--- config.mk ---
export PLATFORM = sky130hd
export DESIGN_NAME = ecap_top
export DESIGN_NICKNAME = d
export VERILOG_FILES = /design/src/rtl/ecap_pkg.sv /design/src/rtl/ecap_sync.sv /design/src/rtl/ecap_qual.sv /design/src/rtl/ecap_regs.sv /design/src/rtl/ecap_top.sv
export SDC_FILE = /design/constraint.sdc
export NUM_CORES = 1
export LEC_CHECK = 0
export BUFFER_PORTS_ARGS = -buffer_cell sky130_fd_sc_hd__clkbuf_2
export CELL_PAD_IN_SITES_DETAIL_PLACEMENT = 1
export CELL_PAD_IN_SITES_GLOBAL_PLACEMENT = 1
export CORE_ASPECT_RATIO = 1.25
export CORE_MARGIN = 5
export CORE_UTILIZATION = 23
export CTS_CLUSTER_DIAMETER = 80
export DETAILED_ROUTE_END_ITERATION = 12
export GPL_TIMING_DRIVEN = 1
export PLACE_DENSITY = 0.57
export SETUP_SLACK_MARGIN = 0.15
export SLEW_MARGIN = 15
export SYNTH_ARGS = -nofsm -noshare
export SYNTH_HDL_FRONTEND = slang
export SYNTH_SLANG_ARGS = --single-unit
--- constraint.sdc ---
create_clock -name clk -period 2.35 [get_ports clk]
set_input_delay 0.47 -clock clk [delete_from_list [all_inputs] [get_ports clk]]
set_output_delay 0.47 -clock clk [all_outputs]
set_load 0.02 [all_outputs]
--- src/rtl/ecap_pkg.sv ---
package ecap_pkg;

    localparam int STAT_BITS = 3;

    typedef enum logic [1:0] {
        SEL_COUNT = 2'd0,
        SEL_RISE  = 2'd1,
        SEL_FALL  = 2'd2,
        SEL_STAT  = 2'd3
    } reg_sel_e;

    typedef struct packed {
        logic ovf;
        logic last_rise;
        logic flag;
    } stat_t;

    typedef struct packed {
        logic fire;
        logic rising;
    } edge_evt_t;

    function automatic logic [STAT_BITS-1:0] stat_bits(stat_t s);
        return {s.ovf, s.last_rise, s.flag};
    endfunction

endpackage

--- src/rtl/ecap_sync.sv ---
module ecap_sync #(
    parameter int STAGES = 2
) (
    input  logic clk,
    input  logic rst,
    input  logic d,
    output logic q
);
    logic [STAGES-1:0] chain;

    generate
        if (STAGES == 1) begin : g_one
            always_ff @(posedge clk) begin
                if (rst) chain <= '0;
                else     chain <= d;
            end
        end else begin : g_many
            always_ff @(posedge clk) begin
                if (rst) chain <= '0;
                else     chain <= {chain[STAGES-2:0], d};
            end
        end
    endgenerate

    assign q = chain[STAGES-1];
endmodule

--- src/rtl/ecap_qual.sv ---
module ecap_qual
    import ecap_pkg::*;
#(
    parameter int RUN = 2
) (
    input  logic      clk,
    input  logic      rst,
    input  logic      lvl_in,
    output edge_evt_t evt
);
    localparam int RUN_W = (RUN > 1) ? $clog2(RUN) : 1;

    logic             level;
    logic [RUN_W-1:0] run;
    logic             differs;

    assign differs    = (lvl_in != level);
    assign evt.fire   = differs && (run == RUN_W'(RUN - 1));
    assign evt.rising = lvl_in;

    always_ff @(posedge clk) begin
        if (rst) begin
            level <= 1'b0;
            run   <= '0;
        end else if (!differs) begin
            run <= '0;
        end else if (evt.fire) begin
            level <= lvl_in;
            run   <= '0;
        end else begin
            run <= run + RUN_W'(1);
        end
    end

    // an accepted edge must have been seen on two consecutive samples
    assert_qualified_R6: assert property (@(posedge clk) disable iff (rst)
        evt.fire |-> (lvl_in == $past(lvl_in)));

    // after an accepted edge the tracked level has moved
    assert_level_moves_R6: assert property (@(posedge clk) disable iff (rst)
        evt.fire |=> (level != $past(level)));
endmodule

--- src/rtl/ecap_regs.sv ---
module ecap_regs
    import ecap_pkg::*;
#(
    parameter int CNT_W = 16
) (
    input  logic             clk,
    input  logic             rst,
    input  logic             cnt_en,
    input  edge_evt_t        evt,
    input  logic [1:0]       addr,
    input  logic             wr,
    input  logic [1:0]       wdata,
    output logic [CNT_W-1:0] rdata,
    output logic             irq
);
    logic [CNT_W-1:0] count;
    logic [CNT_W-1:0] rise_q;
    logic [CNT_W-1:0] fall_q;
    stat_t            stat;
    logic             clr_flag;
    logic             clr_ovf;

    assign clr_flag = wr && (reg_sel_e'(addr) == SEL_STAT) && wdata[0];
    assign clr_ovf  = wr && (reg_sel_e'(addr) == SEL_STAT) && wdata[1];

    always_ff @(posedge clk) begin
        if (rst) begin
            count <= '0;
        end else if (cnt_en) begin
            count <= count + CNT_W'(1);
        end
    end

    always_ff @(posedge clk) begin
        if (rst) begin
            rise_q <= '0;
            fall_q <= '0;
            stat   <= '0;
        end else begin
            if (evt.fire) begin
                if (evt.rising) rise_q <= count;
                else            fall_q <= count;
                stat.last_rise <= evt.rising;
            end
            if (evt.fire)     stat.flag <= 1'b1;
            else if (clr_flag) stat.flag <= 1'b0;
            if (evt.fire && stat.flag && !clr_flag) stat.ovf <= 1'b1;
            else if (clr_ovf)                       stat.ovf <= 1'b0;
        end
    end

    assign irq = stat.flag;

    always_comb begin
        case (reg_sel_e'(addr))
            SEL_COUNT: rdata = count;
            SEL_RISE:  rdata = rise_q;
            SEL_FALL:  rdata = fall_q;
            default:   rdata = {{(CNT_W-STAT_BITS){1'b0}}, stat_bits(stat)};
        endcase
    end

    // a new interrupt only follows an accepted edge
    assert_irq_cause_R5: assert property (@(posedge clk) disable iff (rst)
        $rose(irq) |-> $past(evt.fire));

    // the rise register only moves on a rising capture
    assert_rise_only_R3: assert property (@(posedge clk) disable iff (rst)
        !$stable(rise_q) |-> $past(evt.fire && evt.rising));

    // the fall register only moves on a falling capture
    assert_fall_only_R4: assert property (@(posedge clk) disable iff (rst)
        !$stable(fall_q) |-> $past(evt.fire && !evt.rising));

    // overrun only appears when the flag was already pending
    assert_ovf_pending_R8: assert property (@(posedge clk) disable iff (rst)
        $rose(stat.ovf) |-> $past(irq));
endmodule

--- src/rtl/ecap_top.sv ---
module ecap_top
    import ecap_pkg::*;
#(
    parameter int CNT_W       = 16,
    parameter int LATENCY     = 4,
    parameter int SYNC_STAGES = 2
) (
    input  logic             clk,
    input  logic             rst,
    input  logic             cnt_en,
    input  logic             cap_pin,
    input  logic [1:0]       bus_addr,
    input  logic             bus_wr,
    input  logic [1:0]       bus_wdata,
    output logic [CNT_W-1:0] bus_rdata,
    output logic             irq
);
    localparam int QUAL_RUN = LATENCY - SYNC_STAGES;

    logic      pin_sync;
    edge_evt_t evt;

    ecap_sync #(.STAGES(SYNC_STAGES)) u_sync (
        .clk (clk),
        .rst (rst),
        .d   (cap_pin),
        .q   (pin_sync)
    );

    ecap_qual #(.RUN(QUAL_RUN)) u_qual (
        .clk    (clk),
        .rst    (rst),
        .lvl_in (pin_sync),
        .evt    (evt)
    );

    ecap_regs #(.CNT_W(CNT_W)) u_regs (
        .clk    (clk),
        .rst    (rst),
        .cnt_en (cnt_en),
        .evt    (evt),
        .addr   (bus_addr),
        .wr     (bus_wr),
        .wdata  (bus_wdata),
        .rdata  (bus_rdata),
        .irq    (irq)
    );
endmodule

==> results.yml, run 1 <==
sta:
  setup_tns_ps: 0
  setup_violations: 0
  slew_violations: 0
  achievable-frequency_ghz: 0.513
  finalCritPeriodShare: 0.829
  worstMarginPinSlew_ps: 771
  hold_viol_final: 0
  rsz0062_at_grt: "no"
  setup_slack_ps: 402
  slew_headroom: 0.485
  final.min_clock_period_ps: 1950
  fin_worst_skew_ps: 4.93
yosys:
  synth_top_family_by_area: "simple AND/OR/NAND/NOR gates"
  ys_warn_count: 0
  synth_xor_area_frac: 0.0434
  syn_area_per_cell_um2: 8.18
  synth_mux_area_frac: 0.0904
  syn_inst: 296
  post-synth-top-area-fraction: 0.447
  synth-compound-area-share: 0.115
  synth_area_leaders: "dfxtp_1, nand2_1, a21oi_1"
  synth-seq-cells: 54
  yosysSeqAreaShare: 0.447
  synth_fa_ha_area_frac: 0.00517
  netlist.top_cell.by_area: "dfxtp_1"
  synth_fp_nets: 306
  yosys.cell_types.count: 32
  synth_area_mm2: 0.00242
  yosys.area_share.simple: 0.250
drt:
  via_count: 2046
  drtAntennaViolNets: 0
  firstDrtPassIters: 4
  routed_wirelength_mm: 6.29
  post-route-drc-count: 0
  post_drt_wl_per_cell_um: 14.1
  viasPerCell: 4.58
  drt-initial-drc-count: 60
global_routing:
  grt_max_degree: 17
  grt_usage: 0.104
  grt_overflow_total: 0
  antenna_found_initial: 0
  first_global_vias: 2107
  grt_pass1_wl_mm: 10.6
floorplanning:
  die_y_um: 125
  ioPinCount: 26
  dieArea_mm2: 0.0127
  die_w_um: 102
  rows: 42
  core-area_mm2: 0.0105
  initial_utilization: 0.232
place:
  finalWeightedCongestion: 0.732
  dp_hpwl_mm: 4.51
  port_buffers: 25
  preCtsSetupSlack_ps: 361
min_path:
  min_path_type: "in2reg"
run:
  drv_cap: 0
setup_path:
  critPathTopFamily: "buffers and inverters"
  crit_path_start_kind: "input port"
  rrSetupSlack_ps: 720
  cp_max_fo: 10
  crit_required_ps: 1880
  slowest_delay_ps: 280
  worstPathArrival_ps: 1480
  end_kind: "output pin"
  path_cells: "clkbuf_2, buf_4, mux2i_1, o21ai_0, clkbuf_2"
  worstPathBufferInverterCount: 3
  worst_path_most_repeated_cell: "clkbuf_2"
  cp_slowest_cell: "buf_4"
  critical_path_class: "in2out"
clocking:
  cts_resized: 0
  cts_max_level: 2
  clockBufferDepth: 2
  insertion_delay_ps: 290
  cts_buffers: 5
  cts_setup_buffers: 0
  cts_tree: "done"
  cts.clk_slew.worst_paths_ps: 60
  clock_sinks: 54
  cts_hold_buf: 0
  cts-root-buf: "clkbuf_16"
pwr:
  cellLeakagePower_uw: 0.000992
  power_density_mw_per_mm2: 611
  ir_drop_mv: 0.248
layout:
  diodes: 0
  areaGrowthSynthToFinish_pct: 15.9
  fin_nets: 325
  fillers: 1251
  drive_above_1_share: 0.149
outcome:
  status: "finished clean"
-- worst paths after layout --
path,start,end,cells after the start
worst max-delay path,bus_addr[0],bus_rdata[14],5
worst min-delay path,cap_pin,u_sync.chain[0],2
worst max register to register,u_regs.count[1],u_regs.count[14],5
worst min register to register,u_sync.chain[0],u_sync.chain[1],1
-- layout by cell type (no fill, tap or decap) --
cell	Yosys	layout
mux4_2	3	3
xnor2_1	9	9
buf_4	0	8
nand4_1	4	4
clkbuf_1	10	2
nor2_1	15	15
nand3b_1	1	1
a2bb2oi_1	1	1
clkbuf_2	2	25
nand2b_1	1	1
a21o_2	1	1
xor2_1	3	3
o21ai_0	15	15
nor3_4	1	1
nand3_1	4	4
nor3_1	4	4
a21oi_1	37	37
mux2i_1	14	14
ha_1	1	1
nor2b_1	4	4
nand4_4	2	2
nand2_1	84	84
and3b_1	1	1
mux2_1	1	1
dfxtp_1	54	54
nor3b_1	1	1
nand3_2	1	1
inv_1	6	6
nor4_1	4	4
or2_2	1	1
or3_1	2	2
clkbuf_16	0	5
-- flip-flops by register name, indices dropped and copies added, names as in the netlist --
signal,cells
u_regs.rise_q,16
u_qual.level,1
u_sync.chain,2
u_regs.irq,1
u_regs.stat,1
u_regs.count,16
u_regs.fall_q,16
u_qual.run,1
-- cells by family after synthesis --
| logic type | count (synthesis) |
|---|---|
| multiplexers | 18 |
| adder cells (fa/ha/maj) | 1 |
| XOR/XNOR | 12 |
| AND/OR/NAND/NOR | 130 |
| buffers and inverters | 27 |
| flip-flops | 54 |
| AO/OA/AOI/OAI | 54 |
-- synthesized netlist by cell type, drive strengths merged --
library cell,instances
a21o,1
a21oi,37
a2bb2oi,1
and3b,1
buf,9
clkbuf,12
dfxtp,54
ha,1
inv,6
mux2,1
mux2i,14
mux4,3
nand2,84
nand2b,1
nand3,5
nand3b,1
nand4,6
nor2,15
nor2b,4
nor3,5
nor3b,1
nor4,4
o21ai,15
or2,1
or3,2
xnor2,9
xor2,3
-- through the flow --
stage	cells	total power, uW	cell area, um2	util	hold WS (ps)
6_report	447	1710	2810	0.268	400
5_1_grt	447	1770	2810	0.268	400
4_1_cts	447	1750	2810	0.268	396
3_5_place_dp	440	1030	2670	0.256	437
3_3_place_gp	440	1030	2670	0.256	426
2_1_floorplan	296	1000	2420	-	414
-- metal layers --
| metal | global-route usage | vias to the layer above | part of all wire |
|---|---|---|---|
| li1 | - | 1020 | - |
| met1 | 0.134 | 991 | 0.47 |
| met2 | 0.175 | 26 | 0.49 |
| met3 | 0.0224 | 9 | 0.031 |
| met4 | 0.0235 | 0 | 0.012 |
| met5 | 0 | - | 0 |
-- cell type report --
type,instances,area (um2),share of cell area
Inverter,6,22.5,0.00803
Timing Repair Buffer,33,185,0.0660
Tap cell,132,165,0.0589
Clock buffer,7,133,0.0473
Multi-Input combinational cell,215,1220,0.434
Sequential cell,54,1080,0.385
-- power by group --
group,leakage [uW],switching (uW),total [uW],internal [uW]
clock,0.0000640,314,705,391
combinational,0.000492,49.4,78.7,29.3
sequential,0.000436,9.95,931,921
(Power assumes the default switching activity.)
==> inputs of run 2 (changes only) <==
- ABC_AREA: not set -> 1
- PLACE_DENSITY: 0.57 -> 0.6
- clock period: 2.35 -> 1.74 ns (I/O delays scaled with it)
==> run 2 against run 1 <==
- design area grew 2.3%
- largest power group unchanged
- synthesized cell count up 10%
- clock power rose by 42%
- routed wire length decreased by 4.6%
- worst setup slack lost 240 ps
==> results.yml, run 2 <==
yosys:
  netlist.top_cell.by_area: "dfxtp_1"
  synth-seq-cells: 54
  syn_area_per_cell_um2: 7.29
  ys_warn_count: 0
  syn_inst: 326
  synth_common_cells: "dfxtp_1, nand2_1, inv_1"
  synth_ff_type: "dfxtp_1"
  yosysMostFrequentCell: "dfxtp_1"
  synth-edff-count: 0
  synth_area_leaders: "dfxtp_1, a21oi_1, nand2_1"
  post-synth-top-area-fraction: 0.455
  yosys.cell_types.count: 24
  synth_fp_nets: 336
  synth_area_mm2: 0.00238
  ys_async_sr_fraction: 0
  yosysSeqAreaShare: 0.455
drt:
  post_drt_wl_per_cell_um: 12.5
  drt-initial-drc-count: 69
  firstDrtPassIters: 4
  via_count: 2178
  drtAntennaViolNets: 0
  routed_wirelength_mm: 6.01
  viasPerCell: 4.52
  post-route-drc-count: 0
sta:
  slew_headroom: 0.736
  setup_slack_ps: 158
  final.min_clock_period_ps: 1580
  setup_violations: 0
  fin_worst_skew_ps: 8.58
  rsz0062_at_grt: "yes"
  slew_violations: 0
  achievable-frequency_ghz: 0.632
  hold_viol_final: 0
  finalCritPeriodShare: 0.909
  setup_tns_ps: 0
  worstMarginPinSlew_ps: 396
place:
  finalWeightedCongestion: 0.690
  port_buffers: 25
  preCtsSetupSlack_ps: 47.6
  dp_hpwl_mm: 4.38
floorplanning:
  dieArea_mm2: 0.0125
  die_w_um: 101
  rows: 41
  ioPinCount: 26
  initial_utilization: 0.235
  die_y_um: 124
  core-area_mm2: 0.0101
setup_path:
  critPathTopFamily: "buffers and inverters"
  slowest_delay_ps: 250
  path_cells: "clkbuf_2, inv_1, or2_4, buf_12, o221ai_1, buf_4"
  crit_path_start_kind: "input port"
  cp_max_fo: 13
  rrSetupSlack_ps: 290
  worstPathArrival_ps: 1230
  crit_required_ps: 1390
  critical_path_class: "in2out"
  worstPathBufferInverterCount: 4
  end_kind: "output pin"
  cp_slowest_cell: "or2_4"
global_routing:
  grt_pass1_wl_mm: 10.1
  antenna_found_initial: 0
  grt_usage: 0.103
  first_global_vias: 2129
  grt_overflow_total: 0
  grt_max_degree: 47
clocking:
  insertion_delay_ps: 290
  cts_buffers: 5
  clockBufferDepth: 2
  cts.clk_slew.worst_paths_ps: 70
  cts_max_level: 2
  clock_sinks: 54
  cts_tree: "done"
  cts-root-buf: "clkbuf_16"
layout:
  final_common_cell: "dfxtp_1"
  fin_nets: 362
  top_regs: "u_regs.count x16, u_regs.fall_q x16, u_regs.rise_q x16"
  drive_above_1_share: 0.156
  fillers: 1238
  diodes: 0
  mostFrequentLayoutCells: "dfxtp_1, nand2_1, inv_1"
  areaGrowthSynthToFinish_pct: 20.8
min_path:
  min_path_type: "in2reg"
run:
  drv_cap: 0
pwr:
  net-switching-power_uw: 525
  clockPowerShare: 0.421
  switching_share: 0.220
  p_seq_frac: 0.525
  power_density_mw_per_mm2: 832
  ir_drop_mv: 0.368
  finalPower_uw: 2390
  p_comb_frac: 0.055
  p_int_uw: 1860
  cellLeakagePower_uw: 0.00106
outcome:
  status: "finished clean"
run 2: cell types whose count changed after synthesis, moves of 4 or more:
cell | previous run | this run
a21oi_1 | 37 | 47
clkbuf_1 | 10 | 6
inv_1 | 6 | 49
mux2i_1 | 14 | 0
nand2_1 | 84 | 53
nand3_1 | 4 | 11
nor2_1 | 15 | 23
nor2_2 | 0 | 4
nor2b_1 | 4 | 0
nor4_1 | 4 | 0
o21ai_0 | 15 | 38
o221ai_1 | 0 | 13
xnor2_1 | 9 | 0
run 2: cell type report:
type / instances / area (um2) / area share
multi-input combinational: 206 / 1050 / 0.366
inverter: 51 / 191 / 0.0667
sequential: 54 / 1080 / 0.377
timing repair buffer: 34 / 238 / 0.0828
tap: 129 / 161 / 0.0562
clock inverter: 1 / 5.00 / 0.00174
clock buffer: 7 / 143 / 0.0497
run 2: routing by layer:
layer / wire length [um] / GRT usage
met5: 0 / 0
met2: 3080 / 0.183
met1: 2650 / 0.118
met4: 127 / 0.0474
met3: 147 / 0.0202
run 2: logic make-up after synthesis:
group | after synthesis | share of synthesized area
flops | 54 | 0.455
fa+ha+maj | 1 | 0.00527
buf+inv | 66 | 0.112
xor+xnor | 2 | 0.00737
simple gates | 101 | 0.184
compound gates | 102 | 0.237
run 2: what timing repair did:
action | in CTS | in global routing
setup buffers | 0 | 0
hold buffers | 0 | 0
endpoints found under the setup margin | 14 | 14
resized for setup | 12 | 19
run 2: final timing paths:
| check | from | end | cells past startpoint |
|---|---|---|---|
| max | bus_addr[1] | bus_rdata[4] | 6 |
| min | cap_pin | u_sync.chain[0] | 3 |
| max reg2reg | u_regs.count[1] | u_regs.count[12] | 6 |
| min reg2reg | u_sync.chain[0] | u_sync.chain[1] | 2 |
run 2: worst reg2reg max path: cells and delay by family (launching register included):
kind / cells / cell delay, ps
compound gates: 1 / 170
fa+ha+maj: 1 / 200
flops: 1 / 340
simple gates: 4 / 630
run 2: power by group through the flow:
stage	logic, uW	registers [uW]	clock network (uW)
floorplan	78.2	1280	0
global placement	125	1280	0
detailed placement	130	1280	0
CTS	133	1250	1050
global route	150	1250	1090
finish	131	1250	1000
run 2: through the flow:
stage          hold WS, ps  area [um2]   util  cells
4_1_cts                232        2850  0.282    482
6_report               239        2870  0.284    482
3_3_place_gp           398        2670  0.264    474
5_1_grt                248        2870  0.284    482
2_1_floorplan          388        2380      -    326
3_5_place_dp           403        2670  0.264    474
